<file path="config.mk">
export PLATFORM = sky130hd
export DESIGN_NAME = bridge_startup_seq
export DESIGN_NICKNAME = d
export VERILOG_FILES = /design/src/rtl/bsr_pkg.sv /design/src/rtl/bsr_timebase.sv /design/src/rtl/bsr_refresh.sv /design/src/rtl/bsr_fsm.sv /design/src/rtl/bridge_startup_seq.sv
export SDC_FILE = /design/constraint.sdc
export NUM_CORES = 1
export LEC_CHECK = 0
export ABC_AREA = 1
export CAP_MARGIN = 25
export CORE_ASPECT_RATIO = 0.8
export CORE_MARGIN = 2
export CORE_UTILIZATION = 60
export CTS_BUF_LIST = sky130_fd_sc_hd__clkbuf_8
export CTS_CLUSTER_SIZE = 12
export DETAILED_ROUTE_END_ITERATION = 8
export GPL_TIMING_DRIVEN = 0
export PLACE_DENSITY = 0.79
export SETUP_SLACK_MARGIN = 0.1
export SKIP_CTS_REPAIR_TIMING = 1
export SYNTH_ARGS = -nofsm -noshare
export SYNTH_HDL_FRONTEND = slang
export SYNTH_HIERARCHICAL = 1
export SYNTH_SLANG_ARGS = --single-unit
</file>
<file path="constraint.sdc">
create_clock -name clk -period 2.74 [get_ports clk]
set_clock_uncertainty 0.2 [all_clocks]
set_input_delay 0.548 -clock clk [delete_from_list [all_inputs] [get_ports clk]]
set_output_delay 0.548 -clock clk [all_outputs]
set_load 0.03 [all_outputs]
</file>
<file path="src/rtl/bsr_pkg.sv">
package bsr_pkg;
    typedef enum logic [2:0] {
        ST_OFF       = 3'd0,
        ST_PRECHARGE = 3'd1,
        ST_IDLE      = 3'd2,
        ST_RUN       = 3'd3,
        ST_CLEAR     = 3'd4
    } seq_state_e;
endpackage

</file>
<file path="src/rtl/bsr_timebase.sv">
module bsr_timebase #(
    parameter int PWM_PERIOD = 4000,
    localparam int CW = $clog2(PWM_PERIOD),
    localparam int HALF = PWM_PERIOD / 2
) (
    input  logic          clk,
    input  logic          rst_n,
    output logic [CW-1:0] cnt,
    output logic          wrap,
    output logic          ls_phase
);
    typedef struct packed {
        logic [CW-1:0] cnt;
    } tb_regs_t;

    tb_regs_t q, d;

    always_comb begin
        d = q;
        if (q.cnt == CW'(PWM_PERIOD - 1)) d.cnt = '0;
        else                              d.cnt = q.cnt + 1'b1;
    end

    always_ff @(posedge clk or negedge rst_n) begin
        if (!rst_n) q <= '0;
        else        q <= d;
    end

    assign cnt      = q.cnt;
    assign wrap     = (q.cnt == CW'(PWM_PERIOD - 1));
    assign ls_phase = (q.cnt >= CW'(HALF));


    cnt_range_chk: assert property (@(posedge clk) disable iff (!rst_n)
        (cnt == CW'(PWM_PERIOD - 1)) |=> (cnt == '0));
endmodule

</file>
<file path="src/rtl/bsr_refresh.sv">
module bsr_refresh #(
    parameter int REFRESH_PERIOD = 50000,
    parameter int REFRESH_WIDTH  = 200,
    localparam int TW = $clog2(REFRESH_PERIOD)
) (
    input  logic clk,
    input  logic rst_n,
    input  logic en,
    input  logic hs_cmd,
    input  logic ls_cmd,
    output logic refresh
);
    typedef struct packed {
        logic [TW-1:0] timer;
    } rf_regs_t;

    rf_regs_t q, d;
    logic     hs_held;

    assign hs_held = en && hs_cmd && !ls_cmd;

    always_comb begin
        d = q;
        if (!hs_held)                                d.timer = '0;
        else if (q.timer == TW'(REFRESH_PERIOD - 1)) d.timer = '0;
        else                                         d.timer = q.timer + 1'b1;
    end

    always_ff @(posedge clk or negedge rst_n) begin
        if (!rst_n) q <= '0;
        else        q <= d;
    end

    assign refresh = hs_held && (q.timer >= TW'(REFRESH_PERIOD - REFRESH_WIDTH));


    refresh_needs_hs_chk: assert property (@(posedge clk) disable iff (!rst_n)
        refresh |-> (en && hs_cmd));
endmodule

</file>
<file path="src/rtl/bsr_fsm.sv">
module bsr_fsm
    import bsr_pkg::*;
#(
    parameter int PWM_PERIOD       = 4000,
    parameter int EN_LEAD          = 200,
    parameter int PRECHARGE_PERIODS = 8,
    parameter int CLEAR_HOLD       = 1000,
    localparam int CW = $clog2(PWM_PERIOD),
    localparam int HALF = PWM_PERIOD / 2,
    localparam int PW = $clog2(PRECHARGE_PERIODS + 1),
    localparam int HW = $clog2(CLEAR_HOLD + 1)
) (
    input  logic          clk,
    input  logic          rst_n,
    input  logic [CW-1:0] cnt,
    input  logic          wrap,
    input  logic          low_supply,
    input  logic          run_req,
    input  logic          fault_clr,
    output seq_state_e    state,
    output logic          drv_en
);
    localparam logic [CW-1:0] EN_AT  = CW'(HALF - EN_LEAD - 1);
    localparam logic [PW-1:0] PC_MAX = PW'(PRECHARGE_PERIODS);
    localparam logic [HW-1:0] HOLD_LAST = HW'(CLEAR_HOLD - 1);

    typedef struct packed {
        seq_state_e    st;
        logic [PW-1:0] pc;
        logic [HW-1:0] clr;
        logic          en;
    } fsm_regs_t;

    fsm_regs_t q, d;
    logic      pc_done;

    assign pc_done = (q.pc == PC_MAX) || !low_supply;

    always_comb begin
        d = q;
        case (q.st)
            ST_OFF: begin
                if (wrap) begin
                    d.st = ST_PRECHARGE;
                    d.pc = '0;
                end
            end
            ST_PRECHARGE: begin
                if (wrap && (q.pc != PC_MAX)) d.pc = q.pc + 1'b1;
                if (pc_done && (cnt == EN_AT)) d.st = ST_IDLE;
            end
            ST_IDLE: begin
                if (fault_clr) begin
                    d.st  = ST_CLEAR;
                    d.clr = '0;
                end else if (run_req) begin
                    d.st = ST_RUN;
                end
            end
            ST_RUN: begin
                if (fault_clr) begin
                    d.st  = ST_CLEAR;
                    d.clr = '0;
                end else if (!run_req) begin
                    d.st = ST_IDLE;
                end
            end
            ST_CLEAR: begin
                if (q.clr == HOLD_LAST) d.st  = ST_IDLE;
                else                    d.clr = q.clr + 1'b1;
            end
            default: d.st = ST_OFF;
        endcase
        d.en = (d.st == ST_IDLE) || (d.st == ST_RUN);
    end

    always_ff @(posedge clk or negedge rst_n) begin
        if (!rst_n) begin
            q.st  <= ST_OFF;
            q.pc  <= '0;
            q.clr <= '0;
            q.en  <= 1'b0;
        end else begin
            q <= d;
        end
    end

    assign state  = q.st;
    assign drv_en = q.en;


    enable_lead_chk: assert property (@(posedge clk) disable iff (!rst_n)
        ($rose(drv_en) && ($past(state) == ST_PRECHARGE)) |-> (cnt == CW'(HALF - EN_LEAD)));


    clear_drops_en_chk: assert property (@(posedge clk) disable iff (!rst_n)
        (fault_clr && ((state == ST_IDLE) || (state == ST_RUN))) |=> !drv_en);


    idle_hold_chk: assert property (@(posedge clk) disable iff (!rst_n)
        ((state == ST_IDLE) && !run_req && !fault_clr) |=> (state == ST_IDLE));


    off_stays_disabled_chk: assert property (@(posedge clk) disable iff (!rst_n)
        ((state == ST_OFF) && !wrap) |=> (!drv_en && (state == ST_OFF)));
endmodule

</file>
<file path="src/rtl/bridge_startup_seq.sv">
module bridge_startup_seq
    import bsr_pkg::*;
#(
    parameter int PWM_PERIOD        = 4000,
    parameter int EN_LEAD           = 200,
    parameter int PRECHARGE_PERIODS = 8,
    parameter int REFRESH_PERIOD    = 50000,
    parameter int REFRESH_WIDTH     = 200,
    parameter int CLEAR_HOLD        = 1000,
    parameter int PHASES            = 3
) (
    input  logic              clk,
    input  logic              rst_n,
    input  logic              low_supply,
    input  logic              run_req,
    input  logic              fault_clr,
    input  logic [PHASES-1:0] cmd_hs,
    input  logic [PHASES-1:0] cmd_ls,
    output logic [PHASES-1:0] gate_hs,
    output logic [PHASES-1:0] gate_ls,
    output logic              drv_en,
    output logic [2:0]        state
);
    localparam int CW = $clog2(PWM_PERIOD);

    logic [CW-1:0]     cnt;
    logic              wrap;
    logic              ls_phase;
    seq_state_e        st;
    logic [PHASES-1:0] refresh;
    logic              run_en;

    bsr_timebase #(.PWM_PERIOD(PWM_PERIOD)) u_tb (
        .clk(clk), .rst_n(rst_n), .cnt(cnt), .wrap(wrap), .ls_phase(ls_phase)
    );

    bsr_fsm #(
        .PWM_PERIOD(PWM_PERIOD), .EN_LEAD(EN_LEAD),
        .PRECHARGE_PERIODS(PRECHARGE_PERIODS), .CLEAR_HOLD(CLEAR_HOLD)
    ) u_fsm (
        .clk(clk), .rst_n(rst_n), .cnt(cnt), .wrap(wrap),
        .low_supply(low_supply), .run_req(run_req), .fault_clr(fault_clr),
        .state(st), .drv_en(drv_en)
    );

    assign run_en = (st == ST_RUN);

    for (genvar i = 0; i < PHASES; i++) begin : g_phase
        bsr_refresh #(.REFRESH_PERIOD(REFRESH_PERIOD), .REFRESH_WIDTH(REFRESH_WIDTH)) u_rf (
            .clk(clk), .rst_n(rst_n), .en(run_en),
            .hs_cmd(cmd_hs[i]), .ls_cmd(cmd_ls[i]), .refresh(refresh[i])
        );
    end

    always_comb begin
        gate_hs = '0;
        gate_ls = '0;
        for (int i = 0; i < PHASES; i++) begin
            case (st)
                ST_PRECHARGE, ST_IDLE: begin
                    gate_ls[i] = ls_phase;
                    gate_hs[i] = !ls_phase;
                end
                ST_RUN: begin
                    if (refresh[i]) begin
                        gate_ls[i] = 1'b1;
                    end else if (!(cmd_hs[i] && cmd_ls[i])) begin
                        gate_hs[i] = cmd_hs[i];
                        gate_ls[i] = cmd_ls[i];
                    end
                end
                default: ;
            endcase
        end
    end

    assign state = st;


    no_shoot_chk: assert property (@(posedge clk) disable iff (!rst_n)
        ((gate_hs & gate_ls) == '0));


    pattern_sync_chk: assert property (@(posedge clk) disable iff (!rst_n)
        ((st == ST_PRECHARGE) || (st == ST_IDLE)) |-> ((gate_ls == '0) || (gate_ls == '1)));
endmodule

</file>
==> results of run 1 <==
[cells in the final DEF, fill, tap and decap left out, drive strengths merged, types with 12 or more instances in the layout]
cell type | Yosys | layout
a21oi | 20 | 20
buf | 4 | 27
dfrtp | 78 | 78
inv | 86 | 87
nand2 | 172 | 172
nand3 | 51 | 51
nand4 | 22 | 22
nor2 | 145 | 146
o21ai | 12 | 12
o21bai | 13 | 13
xor2 | 13 | 13
[routing by layer]
layer / vias to the layer above / track usage (%) / share of wire [%]
met3: 19 / 5.976 / 5.4
met4: 0 / 5.144 / 1.3
met1: 2044 / 36.58 / 47
li1: 2161 / - / -
met5: - / 0 / 0
met2: 116 / 37.90 / 47
[worst reg2reg max path, stage by stage, from the launching register on]
cell and delay (ns):
dfrtp_1 0.48, ha_1 0.21, nand2_1 0.10, nor2_2 0.15, nand3_1 0.21, inv_1 0.20
nand3_1 0.12, nand2_1 0.13, inv_1 0.09, nor2_1 0.09, a21oi_1 0.05
[worst paths after layout]
path	cells past startpoint	startpoint	endpoint
min reg2reg	1	g_phase[0].u_rf/q[0]	g_phase[0].u_rf/q[0]
max in group asynchronous	3	rst_n	u_tb/cnt[7]
max	11	u_fsm/state[2]	gate_ls[2]
min in group asynchronous	2	rst_n	g_phase[2].u_rf/q[11]
max reg2reg	10	u_tb/cnt[0]	u_fsm/q[11]
min	1	g_phase[0].u_rf/q[0]	g_phase[0].u_rf/q[0]
[final cells by class]
cell class / instances / area [µm²] / area share [%]
Clock inverter: 5 / 51.30 / 0.9280
Inverter: 86 / 327.8 / 5.930
Buffer: 5 / 46.29 / 0.8375
Sequential cell: 78 / 1953 / 35.33
Clock buffer: 10 / 137.6 / 2.490
Multi-Input combinational cell: 486 / 2505 / 45.31
Timing Repair Buffer: 37 / 375.4 / 6.790
Tap cell: 105 / 131.4 / 2.377
[logic make-up after synthesis]
family / count (synthesis) / synth area share [%]
AOI/OAI and AO/OA: 50 / 6.525
adders and majority gates: 11 / 2.929
buffers and inverters: 91 / 7.696
DFF: 78 / 41.54
xor gates and xnor gates: 20 / 3.728
and+or+nand+nor: 404 / 37.58
[report_power, final]
group / switching (mW) / internal, mW
registers: 0.0374 / 1.18
clock network: 0.411 / 0.434
logic: 0.138 / 0.0788
total: 0.586 / 1.69
[registers in the layout, summed over array words and instances, names as in the netlist]
| register | flops |
|---|---|
| u_tb/cnt | 12 |
| u_fsm/drv_en | 1 |
| g_phase.u_rf/q | 48 |
| u_fsm/q | 14 |
| u_fsm/state | 3 |
[metrics by stage]
step | setup slack (ns) | cells | area, µm² | power, mW | hold slack [ns]
floorplan | 0.3373 | 654 | 4698 | 1.363 | 0.05241
global placement | -1.788 | 779 | 5030 | 1.432 | 0.2715
detailed placement | -0.8025 | 780 | 5055 | 1.446 | 0.2854
CTS | -0.9053 | 795 | 5244 | 2.292 | -0.04950
global route | -0.05637 | 812 | 5528 | 2.380 | 0.3315
finish | 0.06008 | 812 | 5528 | 2.279 | 0.2941
==> results.toml, run 1 <==
[timing]
fmaxAchievable_mhz = 373.1
fin_tns_setup_ns = 0
min_period_ns = 2.680
hold_violations = 0
slew_headroom_pct = 69.16
drv_slew = 0
finalSetupViolCount = 0
period_share_pct = 97.81
worst_pin_slew_ns = 0.4626
rsz0062_at_grt = "true"

[yosys]
ys_seq_area_share_pct = 41.54
synth_edf_count = 0
synth_ff_type = "dfrtp_1"
netlist_top_cells_area = "dfrtp_1, nand2_1, nor2_1"
yosysMostFrequentCell = "nand2_1"
synth_cell_type_count = 32
avgSynthCellArea_um2 = 7.184
synth_area_um2 = 4698
synth_top_area_cell = "dfrtp_1"
ys_ff_latch = 78
yosysWarningCount = 6
synth_common_cells = "nand2_1, nor2_1, inv_1, dfrtp_1, nand3_1"
synthDominantCellAreaShare_pct = 41.54
synth_cells = 654
synth_nets = 676
async_reset_ff_share_pct = 100.0

[critical_path]
cpPeakStageDelay_ns = 0.43
cp.arrival_ns = 1.93
cp.required_ns = 1.99
cp_slowest_cell = "dfrtp_1"
crit_chain = "buf_4, nor2_4, buf_12, nand2_8, inv_4, nand2_4, a21oi_4, o21bai_1, nand2_1, nand2_1, buf_6"
start_kind = "flop"
crit_type = "flop to primary output"
path_buf_inv = 4
r2r_slack_ns = 0.59
critical_path.top_delay_family = "buffers and inverters"
critPathMaxFanout = 4
crit_top_cell = "nand2_1"
critPathCaptureType = "primary output"

[global_route]
grt_usage_pct = 24.96
grt_max_degree = 45
grt_pass1_wl_um = 17240
antenna_found_initial = 0
grt_overflow = 0
grt_pass1_vias = 3907

[clock_tree]
clock_latency_ns = 0.35
cts_tree = "built"
numCtsBuffers = 9
clk_path_buf_depth = 2
cts_htree_levels = 3
cts_sinks = 78
cts-root-buf = "clkbuf_8"
clkTransAtPathRegs_ns = 0.08

[floorplanning]
ios = 21
die_h_um = 83.15
rows = 28
core_um2 = 7497
start_util_pct = 62.67
die_width_um = 102.9
die_area_um2 = 8559

[final_layout]
syn_to_final_growth_pct = 17.66
final_layout_size_suffix_gt1_share_pct = 14.14
fill_cells = 603
nNetsFinal = 725
fin_util_pct = 73.73
antenna_cells = 0

[status]
outcome = "finished, final reports clean"

[pwr]
leakage_nw = 2.509
peakVddDrop_mv = 0.3142
power_density_nw_per_um2 = 412.3

[place]
gp_congestion = 0.9825
place_hpwl_um = 7387
port_buffers = 20

[route]
route.detailed.drc = 0
routed_wl_um = 10590
vias = 4340
initialDrtViolationCount = 285
vias_per_cell = 5.345
wl_per_cell_um = 13.04
ant_nets = 0
dr.pass1.iters = 5

[job]
maxCapViolations = 0

[min_path]
hold_class = "flop to flop"
No activity file was read; power rests on OpenSTA's default activity.
==> run 2: changes to the inputs <==
Settings changed: ABC_CLOCK_PERIOD_IN_PS from default to 2740.
==> results of run 2 <==
No change in the layout: final DEF, timing and power equal those of run 1.
==> run 3: changes to the inputs <==
Settings changed: CORE_UTILIZATION 60 to 63, PLACE_DENSITY 0.79 to 0.83.
==> results.toml, run 3 (synthesis results as in run 1) <==
[status]
outcome = "complete, but fails checks"
failed_checks = "negative setup slack"

[timing]
drv_slew = 0
finalSetupViolCount = 3
period_share_pct = 103.3
min_period_ns = 2.831
setup_slack_ns = -0.09095
fin_tns_setup_ns = -0.1895
slew_headroom_pct = 76.99
rsz0062_at_grt = "true"
worst_pin_slew_ns = 0.3439
hold_violations = 0
fmaxAchievable_mhz = 353.2

[critical_path]
crit_type = "input port to primary output"
critPathMaxFanout = 6
reg2reg_depth = 10
cp_slowest_cell = "clkdlybuf4s50_1"
r2r_slack_ns = 0.57
start_kind = "input port"
critPathCaptureType = "primary output"
timing.rr.start = "u_tb/cnt[0]"
rr_endpoint = "u_fsm/q[11]"
cpPeakStageDelay_ns = 0.48
crit_chain = "clkdlybuf4s50_1, nor2_2, nand2_4, inv_4, nand2_4, a21oi_4, o21bai_1, nand2_1, nand2_1, buf_6"
cp.required_ns = 1.99
cp.arrival_ns = 2.08

[route]
vias = 4445
dr.pass1.iters = 5
route.detailed.drc = 0
vias_per_cell = 5.515
routed_wl_um = 10770
wl_per_cell_um = 13.36
initialDrtViolationCount = 283
ant_nets = 0

[global_route]
antenna_found_initial = 0
grt_overflow = 0
grt_pass1_vias = 3934
grt_max_degree = 58
grt_pass1_wl_um = 17460
grt_usage_pct = 27.16

[floorplanning]
start_util_pct = 64.17
die_width_um = 100.6
core_um2 = 7322
die_h_um = 81.24
die_area_um2 = 8169
rows = 28
ios = 21

[place]
placed_area_um2 = 5036
port_buffers = 20
place_hpwl_um = 7643
gp_congestion = 0.9318
dpl_worst_slack_ns = -0.9999

[final_layout]
final_common_cell = "nand2_1"
nNetsFinal = 733
syn_to_final_growth_pct = 18.08
final_layout_size_suffix_gt1_share_pct = 15.08
largest_reg_flops = 48
final_cell_area_um2 = 5548
antenna_cells = 0
final_cell_mix = "nand2_1, nor2_1, inv_1"
largest-register = "g_phase.u_rf/q"

[pwr]
leakage_nw = 2.583
power_density_nw_per_um2 = 403.9
peakVddDrop_mv = 0.3379

[clock_tree]
cts_sinks = 78
clock_latency_ns = 0.34
cts_htree_levels = 3
cts_tree = "built"
clk_path_buf_depth = 2
numCtsBuffers = 9
cts-root-buf = "clkbuf_8"
clkTransAtPathRegs_ns = 0.07

[min_path]
worstHoldPathCells = 1
min_from = "g_phase[1].u_rf/q[0]"
hold_end = "g_phase[1].u_rf/q[0]"
hold_class = "flop to flop"

[job]
maxCapViolations = 0
## run 3: worst max path at each step
stage | start | endpoint | slack (ns) | cells after the start
floorplan | u_fsm/state[1] | gate_ls[1] | 0.34 | 10
global placement | rst_n | g_phase[1].u_rf/q[2] | -1.80 | 1
detailed placement | cmd_hs[1] | gate_ls[1] | -1.0 | 11
CTS | u_fsm/state[1] | gate_ls[1] | -1.03 | 11
global route | u_fsm/state[1] | gate_ls[1] | -0.20 | 11
finish | cmd_ls[1] | gate_ls[1] | -0.09 | 10
## run 3: cell type report
type / instances / area, µm²
flip-flops and latches: 78 / 1956
repair buffers: 46 / 431.7
clock buffers: 12 / 165.2
multi-input cells: 485 / 2485
inverters: 86 / 330.3
plain buffers: 5 / 46.29
fillers: 519 / 1774
well taps: 90 / 112.6
clock inverters: 4 / 21.27
## run 3: critical path: cells and delay by family
| family | cells | cell delay (ns) |
|---|---|---|
| AOI/OAI and AO/OA | 2 | 0.30 |
| and+or+nand+nor | 5 | 0.52 |
| buffers and inverters | 3 | 0.70 |
## run 3: through the flow
| step | util, % | hold slack [ns] | power (mW) | instances |
|---|---|---|---|---|
| after global placement | 68.44 | 0.2676 | 1.433 | 764 |
| after detailed placement | 68.78 | 0.2696 | 1.444 | 765 |
| final | 75.77 | 0.2894 | 2.241 | 806 |
| after floorplan | - | 0.05241 | 1.363 | 654 |
| after global routing | 75.77 | 0.3135 | 2.344 | 806 |
| after CTS | 71.33 | -0.1203 | 2.252 | 781 |
## run 3: power by group
group	internal (mW)	switching, mW
Combinational	0.0821	0.136
Clock	0.397	0.410
Sequential	1.18	0.0356
Total	1.66	0.581
## run 3: metal layers
| metal | wire length, µm | track usage [%] | part of all wire (%) |
|---|---|---|---|
| met5 | 0 | 0 | 0 |
| met4 | 153 | 8.767 | 1.4 |
| met3 | 809 | 6.971 | 7.5 |
| met2 | 5018 | 42.08 | 47 |
| met1 | 4790 | 37.61 | 44 |
